--- config.mk ---
export PLATFORM = sky130hd
export DESIGN_NAME = arf_rename_unit
export DESIGN_NICKNAME = d
export VERILOG_FILES = /design/src/rtl/arf_rename_pkg.sv /design/src/rtl/arf_regfile.sv /design/src/rtl/arf_map_table.sv /design/src/rtl/arf_rob.sv /design/src/rtl/arf_src_select.sv /design/src/rtl/arf_rename_unit.sv
export SDC_FILE = /design/constraint.sdc
export NUM_CORES = 2
export LEC_CHECK = 0
export BUFFER_PORTS_ARGS = -buffer_cell sky130_fd_sc_hd__buf_4
export CORE_MARGIN = 5
export CORE_UTILIZATION = 35
export DETAILED_ROUTE_END_ITERATION = 12
export GPL_TIMING_DRIVEN = 0
export MAX_ROUTING_LAYER = met4
export PLACE_DENSITY = 0.49
export SYNTH_ARGS = -nofsm -noshare
export SYNTH_HDL_FRONTEND = slang
export SYNTH_SLANG_ARGS = --single-unit
--- constraint.sdc ---
create_clock -name clk -period 3.2 [get_ports clk]
set_input_delay 0.16 -clock clk [delete_from_list [all_inputs] [get_ports clk]]
set_output_delay 0.16 -clock clk [all_outputs]
set_load 0.03 [all_outputs]
--- src/rtl/arf_rename_pkg.sv ---
package arf_rename_pkg;
  typedef enum logic {
    LOC_ARF = 1'b0,
    LOC_ROB = 1'b1
  } loc_e;
endpackage

--- src/rtl/arf_regfile.sv ---
module arf_regfile #(
  parameter int NREG = 16,
  parameter int DW   = 32,
  localparam int AW  = $clog2(NREG)
) (
  input  logic          clk,
  input  logic          rst_n,
  input  logic          we,
  input  logic [AW-1:0] waddr,
  input  logic [DW-1:0] wdata,
  input  logic [AW-1:0] raddr0,
  input  logic [AW-1:0] raddr1,
  output logic [DW-1:0] rdata0,
  output logic [DW-1:0] rdata1
);
  logic [DW-1:0] mem_q [NREG];

  always_ff @(posedge clk or negedge rst_n) begin
    if (!rst_n) begin
      for (int i = 0; i < NREG; i++) mem_q[i] <= '0;
    end else if (we) begin
      mem_q[waddr] <= wdata;
    end
  end

  assign rdata0 = mem_q[raddr0];
  assign rdata1 = mem_q[raddr1];

  AST_ARF_WRITE: assert property (@(posedge clk) disable iff (!rst_n)
    we |=> mem_q[$past(waddr)] == $past(wdata));
endmodule

--- src/rtl/arf_map_table.sv ---
module arf_map_table #(
  parameter int NREG = 16,
  parameter int IDW  = 3,
  localparam int AW  = $clog2(NREG)
) (
  input  logic           clk,
  input  logic           rst_n,
  input  logic           flush,
  input  logic           set_en,
  input  logic [AW-1:0]  set_reg,
  input  logic [IDW-1:0] set_id,
  input  logic           clr_en,
  input  logic [AW-1:0]  clr_reg,
  input  logic [IDW-1:0] clr_id,
  input  logic [AW-1:0]  rd0_reg,
  input  logic [AW-1:0]  rd1_reg,
  output logic           rd0_loc,
  output logic [IDW-1:0] rd0_id,
  output logic           rd1_loc,
  output logic [IDW-1:0] rd1_id
);
  logic [NREG-1:0] loc_q;
  logic [IDW-1:0]  id_q [NREG];

  for (genvar g = 0; g < NREG; g++) begin : g_entry
    logic hit_set, hit_clr;
    assign hit_set = set_en && (set_reg == AW'(g));
    assign hit_clr = clr_en && (clr_reg == AW'(g)) && loc_q[g] && (id_q[g] == clr_id);

    always_ff @(posedge clk or negedge rst_n) begin
      if (!rst_n) begin
        loc_q[g] <= 1'b0;
        id_q[g]  <= '0;
      end else if (flush) begin
        loc_q[g] <= 1'b0;
      end else if (hit_set) begin
        loc_q[g] <= 1'b1;
        id_q[g]  <= set_id;
      end else if (hit_clr) begin
        loc_q[g] <= 1'b0;
      end
    end
  end

  assign rd0_loc = loc_q[rd0_reg];
  assign rd0_id  = id_q[rd0_reg];
  assign rd1_loc = loc_q[rd1_reg];
  assign rd1_id  = id_q[rd1_reg];

  AST_FLUSH_CLEARS: assert property (@(posedge clk) disable iff (!rst_n)
    flush |=> loc_q == '0);
  AST_RENAME_MAPS: assert property (@(posedge clk) disable iff (!rst_n)
    (set_en && !flush) |=> loc_q[$past(set_reg)] && id_q[$past(set_reg)] == $past(set_id));
endmodule

--- src/rtl/arf_rob.sv ---
module arf_rob #(
  parameter int DEPTH = 8,
  parameter int DW    = 32,
  parameter int RW    = 4,
  localparam int IDW  = $clog2(DEPTH),
  localparam int PW   = IDW + 1
) (
  input  logic           clk,
  input  logic           rst_n,
  input  logic           flush,
  input  logic           alloc_en,
  input  logic [RW-1:0]  alloc_dst,
  output logic [IDW-1:0] tail_id,
  output logic           full,
  input  logic           wb_en,
  input  logic [IDW-1:0] wb_id,
  input  logic [DW-1:0]  wb_data,
  input  logic           pop_en,
  output logic           head_valid,
  output logic [IDW-1:0] head_id,
  output logic [RW-1:0]  head_dst,
  output logic [DW-1:0]  head_data,
  input  logic [IDW-1:0] rd0_id,
  output logic           rd0_ready,
  output logic [DW-1:0]  rd0_data,
  input  logic [IDW-1:0] rd1_id,
  output logic           rd1_ready,
  output logic [DW-1:0]  rd1_data
);
  logic [PW-1:0]    head_q, tail_q;
  logic [DEPTH-1:0] rdy_q;
  logic [DW-1:0]    data_q [DEPTH];
  logic [RW-1:0]    dst_q  [DEPTH];
  logic             empty;

  assign head_id = head_q[IDW-1:0];
  assign tail_id = tail_q[IDW-1:0];
  assign empty   = (head_q == tail_q);
  assign full    = (head_q[IDW-1:0] == tail_q[IDW-1:0]) && (head_q[IDW] != tail_q[IDW]);

  always_ff @(posedge clk or negedge rst_n) begin
    if (!rst_n) begin
      head_q <= '0;
      tail_q <= '0;
    end else if (flush) begin
      head_q <= '0;
      tail_q <= '0;
    end else begin
      if (alloc_en) tail_q <= tail_q + PW'(1);
      if (pop_en)   head_q <= head_q + PW'(1);
    end
  end

  always_ff @(posedge clk or negedge rst_n) begin
    if (!rst_n) begin
      rdy_q <= '0;
      for (int i = 0; i < DEPTH; i++) begin
        data_q[i] <= '0;
        dst_q[i]  <= '0;
      end
    end else if (!flush) begin
      if (wb_en) begin
        rdy_q[wb_id]  <= 1'b1;
        data_q[wb_id] <= wb_data;
      end
      if (alloc_en) begin
        rdy_q[tail_id] <= 1'b0;
        dst_q[tail_id] <= alloc_dst;
      end
    end
  end

  assign head_valid = !empty && rdy_q[head_id];
  assign head_dst   = dst_q[head_id];
  assign head_data  = data_q[head_id];
  assign rd0_ready  = rdy_q[rd0_id];
  assign rd0_data   = data_q[rd0_id];
  assign rd1_ready  = rdy_q[rd1_id];
  assign rd1_data   = data_q[rd1_id];

  AST_NO_OVERFLOW: assert property (@(posedge clk) disable iff (!rst_n)
    alloc_en |-> !full);
  AST_HEAD_READY: assert property (@(posedge clk) disable iff (!rst_n)
    pop_en |-> (!empty && rdy_q[head_id]));
  AST_FLUSH_EMPTY: assert property (@(posedge clk) disable iff (!rst_n)
    flush |=> (empty && tail_q == '0));
endmodule

--- src/rtl/arf_src_select.sv ---
module arf_src_select
  import arf_rename_pkg::*;
#(
  parameter int DW  = 32,
  parameter int IDW = 3
) (
  input  logic           map_loc,
  input  logic [IDW-1:0] map_id,
  input  logic [DW-1:0]  arf_value,
  input  logic           rob_ready,
  input  logic [DW-1:0]  rob_value,
  output logic           in_rob,
  output logic [IDW-1:0] tag,
  output logic           ready,
  output logic [DW-1:0]  value
);
  loc_e loc;
  assign loc = loc_e'(map_loc);

  always_comb begin
    in_rob = (loc == LOC_ROB);
    tag    = map_id;
    ready  = 1'b1;
    value  = arf_value;
    if (loc == LOC_ROB) begin
      ready = rob_ready;
      value = rob_ready ? rob_value : '0;
    end
  end
endmodule

--- src/rtl/arf_rename_unit.sv ---
module arf_rename_unit #(
  parameter int NUM_AREG  = 16,
  parameter int DATA_W    = 32,
  parameter int ROB_DEPTH = 8,
  localparam int AREG_W   = $clog2(NUM_AREG),
  localparam int ROB_IDW  = $clog2(ROB_DEPTH)
) (
  input  logic               clk,
  input  logic               rst_n,
  input  logic               flush,
  input  logic               ren_valid,
  output logic               ren_ready,
  input  logic [AREG_W-1:0]  ren_src0,
  input  logic [AREG_W-1:0]  ren_src1,
  input  logic [AREG_W-1:0]  ren_dst,
  output logic [ROB_IDW-1:0] ren_rob_id,
  output logic               src0_in_rob,
  output logic [ROB_IDW-1:0] src0_tag,
  output logic               src0_ready,
  output logic [DATA_W-1:0]  src0_value,
  output logic               src1_in_rob,
  output logic [ROB_IDW-1:0] src1_tag,
  output logic               src1_ready,
  output logic [DATA_W-1:0]  src1_value,
  input  logic               wb_valid,
  input  logic [ROB_IDW-1:0] wb_rob_id,
  input  logic [DATA_W-1:0]  wb_value,
  output logic               cmt_valid,
  input  logic               cmt_ready,
  output logic [ROB_IDW-1:0] cmt_rob_id,
  output logic [AREG_W-1:0]  cmt_dst,
  output logic [DATA_W-1:0]  cmt_value
);
  localparam int NSRC = 2;

  logic               rob_full, head_valid, ren_fire, cmt_fire;
  logic [ROB_IDW-1:0] tail_id, head_id;
  logic [AREG_W-1:0]  head_dst;
  logic [DATA_W-1:0]  head_data;

  logic [AREG_W-1:0]  s_reg   [NSRC];
  logic               s_loc   [NSRC];
  logic [ROB_IDW-1:0] s_id    [NSRC];
  logic [DATA_W-1:0]  s_arf   [NSRC];
  logic               s_rrdy  [NSRC];
  logic [DATA_W-1:0]  s_rval  [NSRC];
  logic               o_inrob [NSRC];
  logic [ROB_IDW-1:0] o_tag   [NSRC];
  logic               o_rdy   [NSRC];
  logic [DATA_W-1:0]  o_val   [NSRC];

  assign ren_ready  = !rob_full && !flush;
  assign ren_fire   = ren_valid && ren_ready;
  assign cmt_valid  = head_valid && !flush;
  assign cmt_fire   = cmt_valid && cmt_ready;
  assign ren_rob_id = tail_id;
  assign cmt_rob_id = head_id;
  assign cmt_dst    = head_dst;
  assign cmt_value  = head_data;

  assign s_reg[0] = ren_src0;
  assign s_reg[1] = ren_src1;

  arf_regfile #(.NREG(NUM_AREG), .DW(DATA_W)) u_arf (
    .clk(clk), .rst_n(rst_n),
    .we(cmt_fire), .waddr(head_dst), .wdata(head_data),
    .raddr0(s_reg[0]), .raddr1(s_reg[1]),
    .rdata0(s_arf[0]), .rdata1(s_arf[1])
  );

  arf_map_table #(.NREG(NUM_AREG), .IDW(ROB_IDW)) u_map (
    .clk(clk), .rst_n(rst_n), .flush(flush),
    .set_en(ren_fire), .set_reg(ren_dst), .set_id(tail_id),
    .clr_en(cmt_fire), .clr_reg(head_dst), .clr_id(head_id),
    .rd0_reg(s_reg[0]), .rd1_reg(s_reg[1]),
    .rd0_loc(s_loc[0]), .rd0_id(s_id[0]),
    .rd1_loc(s_loc[1]), .rd1_id(s_id[1])
  );

  arf_rob #(.DEPTH(ROB_DEPTH), .DW(DATA_W), .RW(AREG_W)) u_rob (
    .clk(clk), .rst_n(rst_n), .flush(flush),
    .alloc_en(ren_fire), .alloc_dst(ren_dst),
    .tail_id(tail_id), .full(rob_full),
    .wb_en(wb_valid && !flush), .wb_id(wb_rob_id), .wb_data(wb_value),
    .pop_en(cmt_fire), .head_valid(head_valid),
    .head_id(head_id), .head_dst(head_dst), .head_data(head_data),
    .rd0_id(s_id[0]), .rd0_ready(s_rrdy[0]), .rd0_data(s_rval[0]),
    .rd1_id(s_id[1]), .rd1_ready(s_rrdy[1]), .rd1_data(s_rval[1])
  );

  for (genvar g = 0; g < NSRC; g++) begin : g_src
    arf_src_select #(.DW(DATA_W), .IDW(ROB_IDW)) u_sel (
      .map_loc(s_loc[g]), .map_id(s_id[g]), .arf_value(s_arf[g]),
      .rob_ready(s_rrdy[g]), .rob_value(s_rval[g]),
      .in_rob(o_inrob[g]), .tag(o_tag[g]), .ready(o_rdy[g]), .value(o_val[g])
    );
  end

  assign src0_in_rob = o_inrob[0];
  assign src0_tag    = o_tag[0];
  assign src0_ready  = o_rdy[0];
  assign src0_value  = o_val[0];
  assign src1_in_rob = o_inrob[1];
  assign src1_tag    = o_tag[1];
  assign src1_ready  = o_rdy[1];
  assign src1_value  = o_val[1];

  AST_STALL_HOLDS_TAIL: assert property (@(posedge clk) disable iff (!rst_n)
    (ren_valid && !ren_ready && !flush) |=> $stable(ren_rob_id));
endmodule

==> impl_metrics.tcl <==
set metrics [dict create \
    run_status "complete, but fails checks" \
    violations "negative setup slack" \
    max_freq_ghz 0.251 \
    grt_busiest_layer "met2" \
    drt_pre_antenna_iters 8 \
    final_cell_mix "sky130_fd_sc_hd__dfrtp_1 (865), sky130_fd_sc_hd__nor2_1 (524), sky130_fd_sc_hd__a21oi_1 (512)" \
    synth_top_cell_area_share_pct 45.3 \
    core_um2 138000 \
    hold_viol_final 0 \
    insertion_delay_ps 740 \
    critical_path_required_ps 3040 \
    hold-worst-slack_ps 61.0 \
    peakVddDrop_v 0.000467 \
    rsz_0062_raised_after_global_routing "yes" \
    clk_transition_reported_paths_ps 60 \
    finalWorstPathRequiredPeriod_ps 3980 \
    timing.rr.start "u_rob.head_q[0]" \
    setup_total_negative_slack_ps -42820 \
    worst-path-max-fanout 8 \
    num_io_pins 171 \
    synth_seq_cells 880 \
    drtIter0Drc 4694 \
    critPathArrivalTime_ps 3820 \
    synth_xor_area_share_pct 0.972 \
    fp.dieH_um 383 \
    globalRouteTotalUtil_pct 29.7 \
    timing.final.crit_share_pct 124 \
    routed_via_density 6.13 \
    synth_top_family_by_area "multiplexers" \
    synth_compound_area_share_pct 7.89 \
    cts_buffers 104 \
    p_per_area_nw_per_um2 692 \
    worstReg2RegEnd "u_arf.mem_q[455]" \
    mappedNetlistNets 4081 \
    grt_first_pass_wirelength_mm 303 \
    first_global_vias 39261 \
    grt_start_max_net_pins 112 \
    finalWirelength_mm 216 \
    antenna_found_initial 5 \
    static-leakage-power_nw 26.5 \
    share_of_synthesized_cell_area_in_and_or_nand_and_nor_gates_pct 7.89 \
    synth-warning-count 0 \
    synth_area_leader_cell "sky130_fd_sc_hd__dfrtp_1" \
    area_growth_syn_to_layout_pct 30.6 \
    post_synth.cell_area_avg_um2 12.1 \
    fraction_of_layout_cells_with_a_size_suffix_above_1_pct 43.0 \
    finalMaxSlewViolations 0 \
    fin_worst_skew_ps 37.7 \
    clock_path_buffers 3 \
    ctsHtreeMaxLevel 3 \
    holdCritPathClass "input port to flip-flop" \
    synthArstFlopShare_pct 100 \
    synth_mux_area_share_pct 33.9 \
    post-dp-hpwl_mm 149 \
    setup.reg_to_reg.worst_slack_ps 30 \
    mostFrequentLayoutCell "sky130_fd_sc_hd__dfrtp_1" \
    critPathKind "flip-flop to output port" \
    worst_setup_path_endpoint "src1_value[22]" \
    relSlewSlack_pct 8.40 \
    crit_start "u_map.id_q[6]" \
    setup_violations 68 \
    clock_sink_count 880 \
    placement.io_buffers 165 \
    chipWidth_um 383 \
    start_util_pct 35.3 \
    tritoncts "done" \
    critPathLaunchType "flip-flop" \
    reg2regPathDepth 10 \
    syn_inst 4026 \
    final_weighted_congestion_in_routability_driven_placement 0.957 \
    postRouteAntennaNets 0 \
    synth.distinct_cells 52 \
    die_area_um2 147000 \
    drc 0 \
    dr_total_vias 39422 \
    worst_pin_slew_ps 1370 \
    gr-usage-met1_pct 40.5 \
    maxCapViolations 0 \
    yosysSeqAreaShare_pct 45.3 \
    synth_edf_count 0 \
    synth_top_cells_by_area "sky130_fd_sc_hd__dfrtp_1 (45%), sky130_fd_sc_hd__mux4_2 (20%), sky130_fd_sc_hd__mux2_2 (7.9%)" \
    grt_util_met3_pct 6.73 \
    gr-total-overflow 0 \
    wire_per_inst_um 33.5 \
    dpl.cell_count 5995 \
    syn_area_um2 48700 \
    num_rows 136 \
    setup_slack_ps -783 \
    layoutNonFillerInstCount 6430 \
    synth-main-ff-cell "sky130_fd_sc_hd__dfrtp_1" \
    critPathCaptureType "output port" \
    synthAdderAreaFrac_pct 0.0514 \
    cts.root.buffer_cell "sky130_fd_sc_hd__clkbuf_16" \
    nNetsFinal 4602 \
    groute.layer.met2.usage_pct 43.6 \
]
==> timing repair <==
action / CTS / global route
buffers inserted: 171 / 36
endpoints found under the setup margin: 645 / 346
gates resized for setup: 1010 / 188
cloned: 13 / 5
hold buffers: 41 / 0
endpoints found under the hold margin: 613 / 0
pin swaps: 89 / 46
==> how the worst min path moves through the flow <==
stage,from,end,slack [ps],depth (start not counted)
after global routing,ren_dst[1],u_map.loc_q[6],60,3
after global placement,flush,u_rob.head_q[2],390,2
final,ren_dst[0],u_map.loc_q[1],60,3
after CTS,ren_dst[1],u_map.loc_q[2],9,3
after detailed placement,rst_n,u_arf.mem_q[445],140,1
after floorplan,rst_n,u_arf.mem_q[0],-140,0
==> cell type report <==
class	count	area, um^2
diodes	1	2.50
plain buffers	372	3100
clock buffers	150	3040
clock inverters	44	498
fillers	12511	74300
inverters	45	229
multi-input cells	2710	27600
flip-flops and latches	880	22000
well taps	1794	2240
repair buffers	433	4790
repair inverters	1	5.00
==> synthesized netlist by cell type, drive strengths merged, types with 33 or more instances <==
master / instances
a21oi: 513
a22oi: 67
buf: 205
clkbuf: 187
dfrtp: 880
inv: 45
mux2: 343
mux2i: 298
mux4: 429
nand2: 138
nor2: 525
nor3: 130
nor4: 33
o21ai: 36
o31ai: 33
xnor2: 49
==> power by group <==
group          switching, W  leakage (nW)  internal, W
registers           0.00216          11.6       0.0134
clock network       0.00525          1.74      0.00724
logic               0.00854          13.2      0.00734
total                0.0159          26.5       0.0280
==> metrics by stage <==
step                      utilization (%)  cell area (um^2)  total power (W)  worst slack (ps)
after floorplan                         -             48700           0.0225              29.7
after global placement               37.8             52100           0.0271             -9180
after detailed placement             38.0             52400           0.0273             -1910
after CTS                            45.5             62700           0.0432              -779
after global routing                 46.1             63500           0.0455              -810
final                                46.1             63500           0.0440              -783
==> layer usage <==
metal | vias up | share of wire, %
met3 | 419 | 10
li1 | 16053 | -
met2 | 2115 | 44
met5 | - | 0
met4 | 0 | 4.4
met1 | 20835 | 41
==> sequential cells by signal (all words and copies together) (netlist names) <==
register and cells:
u_rob.tail_q 4, u_rob.head_q 4, u_rob.rdy_q 8, u_map.id_q 48
u_rob.dst_q 32, u_arf.mem_q 512, u_map.loc_q 16, u_rob.data_q 256
==> critical path, cell delays in order (launching register included) <==
cell and delay (ps):
sky130_fd_sc_hd__dfrtp_2 450, sky130_fd_sc_hd__mux4_2 510, sky130_fd_sc_hd__mux4_2 510, sky130_fd_sc_hd__buf_12 180
sky130_fd_sc_hd__buf_16 180, sky130_fd_sc_hd__buf_16 170, sky130_fd_sc_hd__buf_12 140, sky130_fd_sc_hd__mux2i_1 130
sky130_fd_sc_hd__nor3_1 210, sky130_fd_sc_hd__nor4_2 90, sky130_fd_sc_hd__o31ai_4 320, sky130_fd_sc_hd__buf_6 190
==> kinds of logic after synthesis <==
family | after synthesis
multiplexers | 1070
AND/OR/NAND/NOR | 899
flip-flops | 880
AO/OA/AOI/OAI | 684
buffers and inverters | 437
XOR/XNOR | 54
adder cells (fa/ha/maj) | 2
Note: power is estimated with default switching activity, not from simulation.
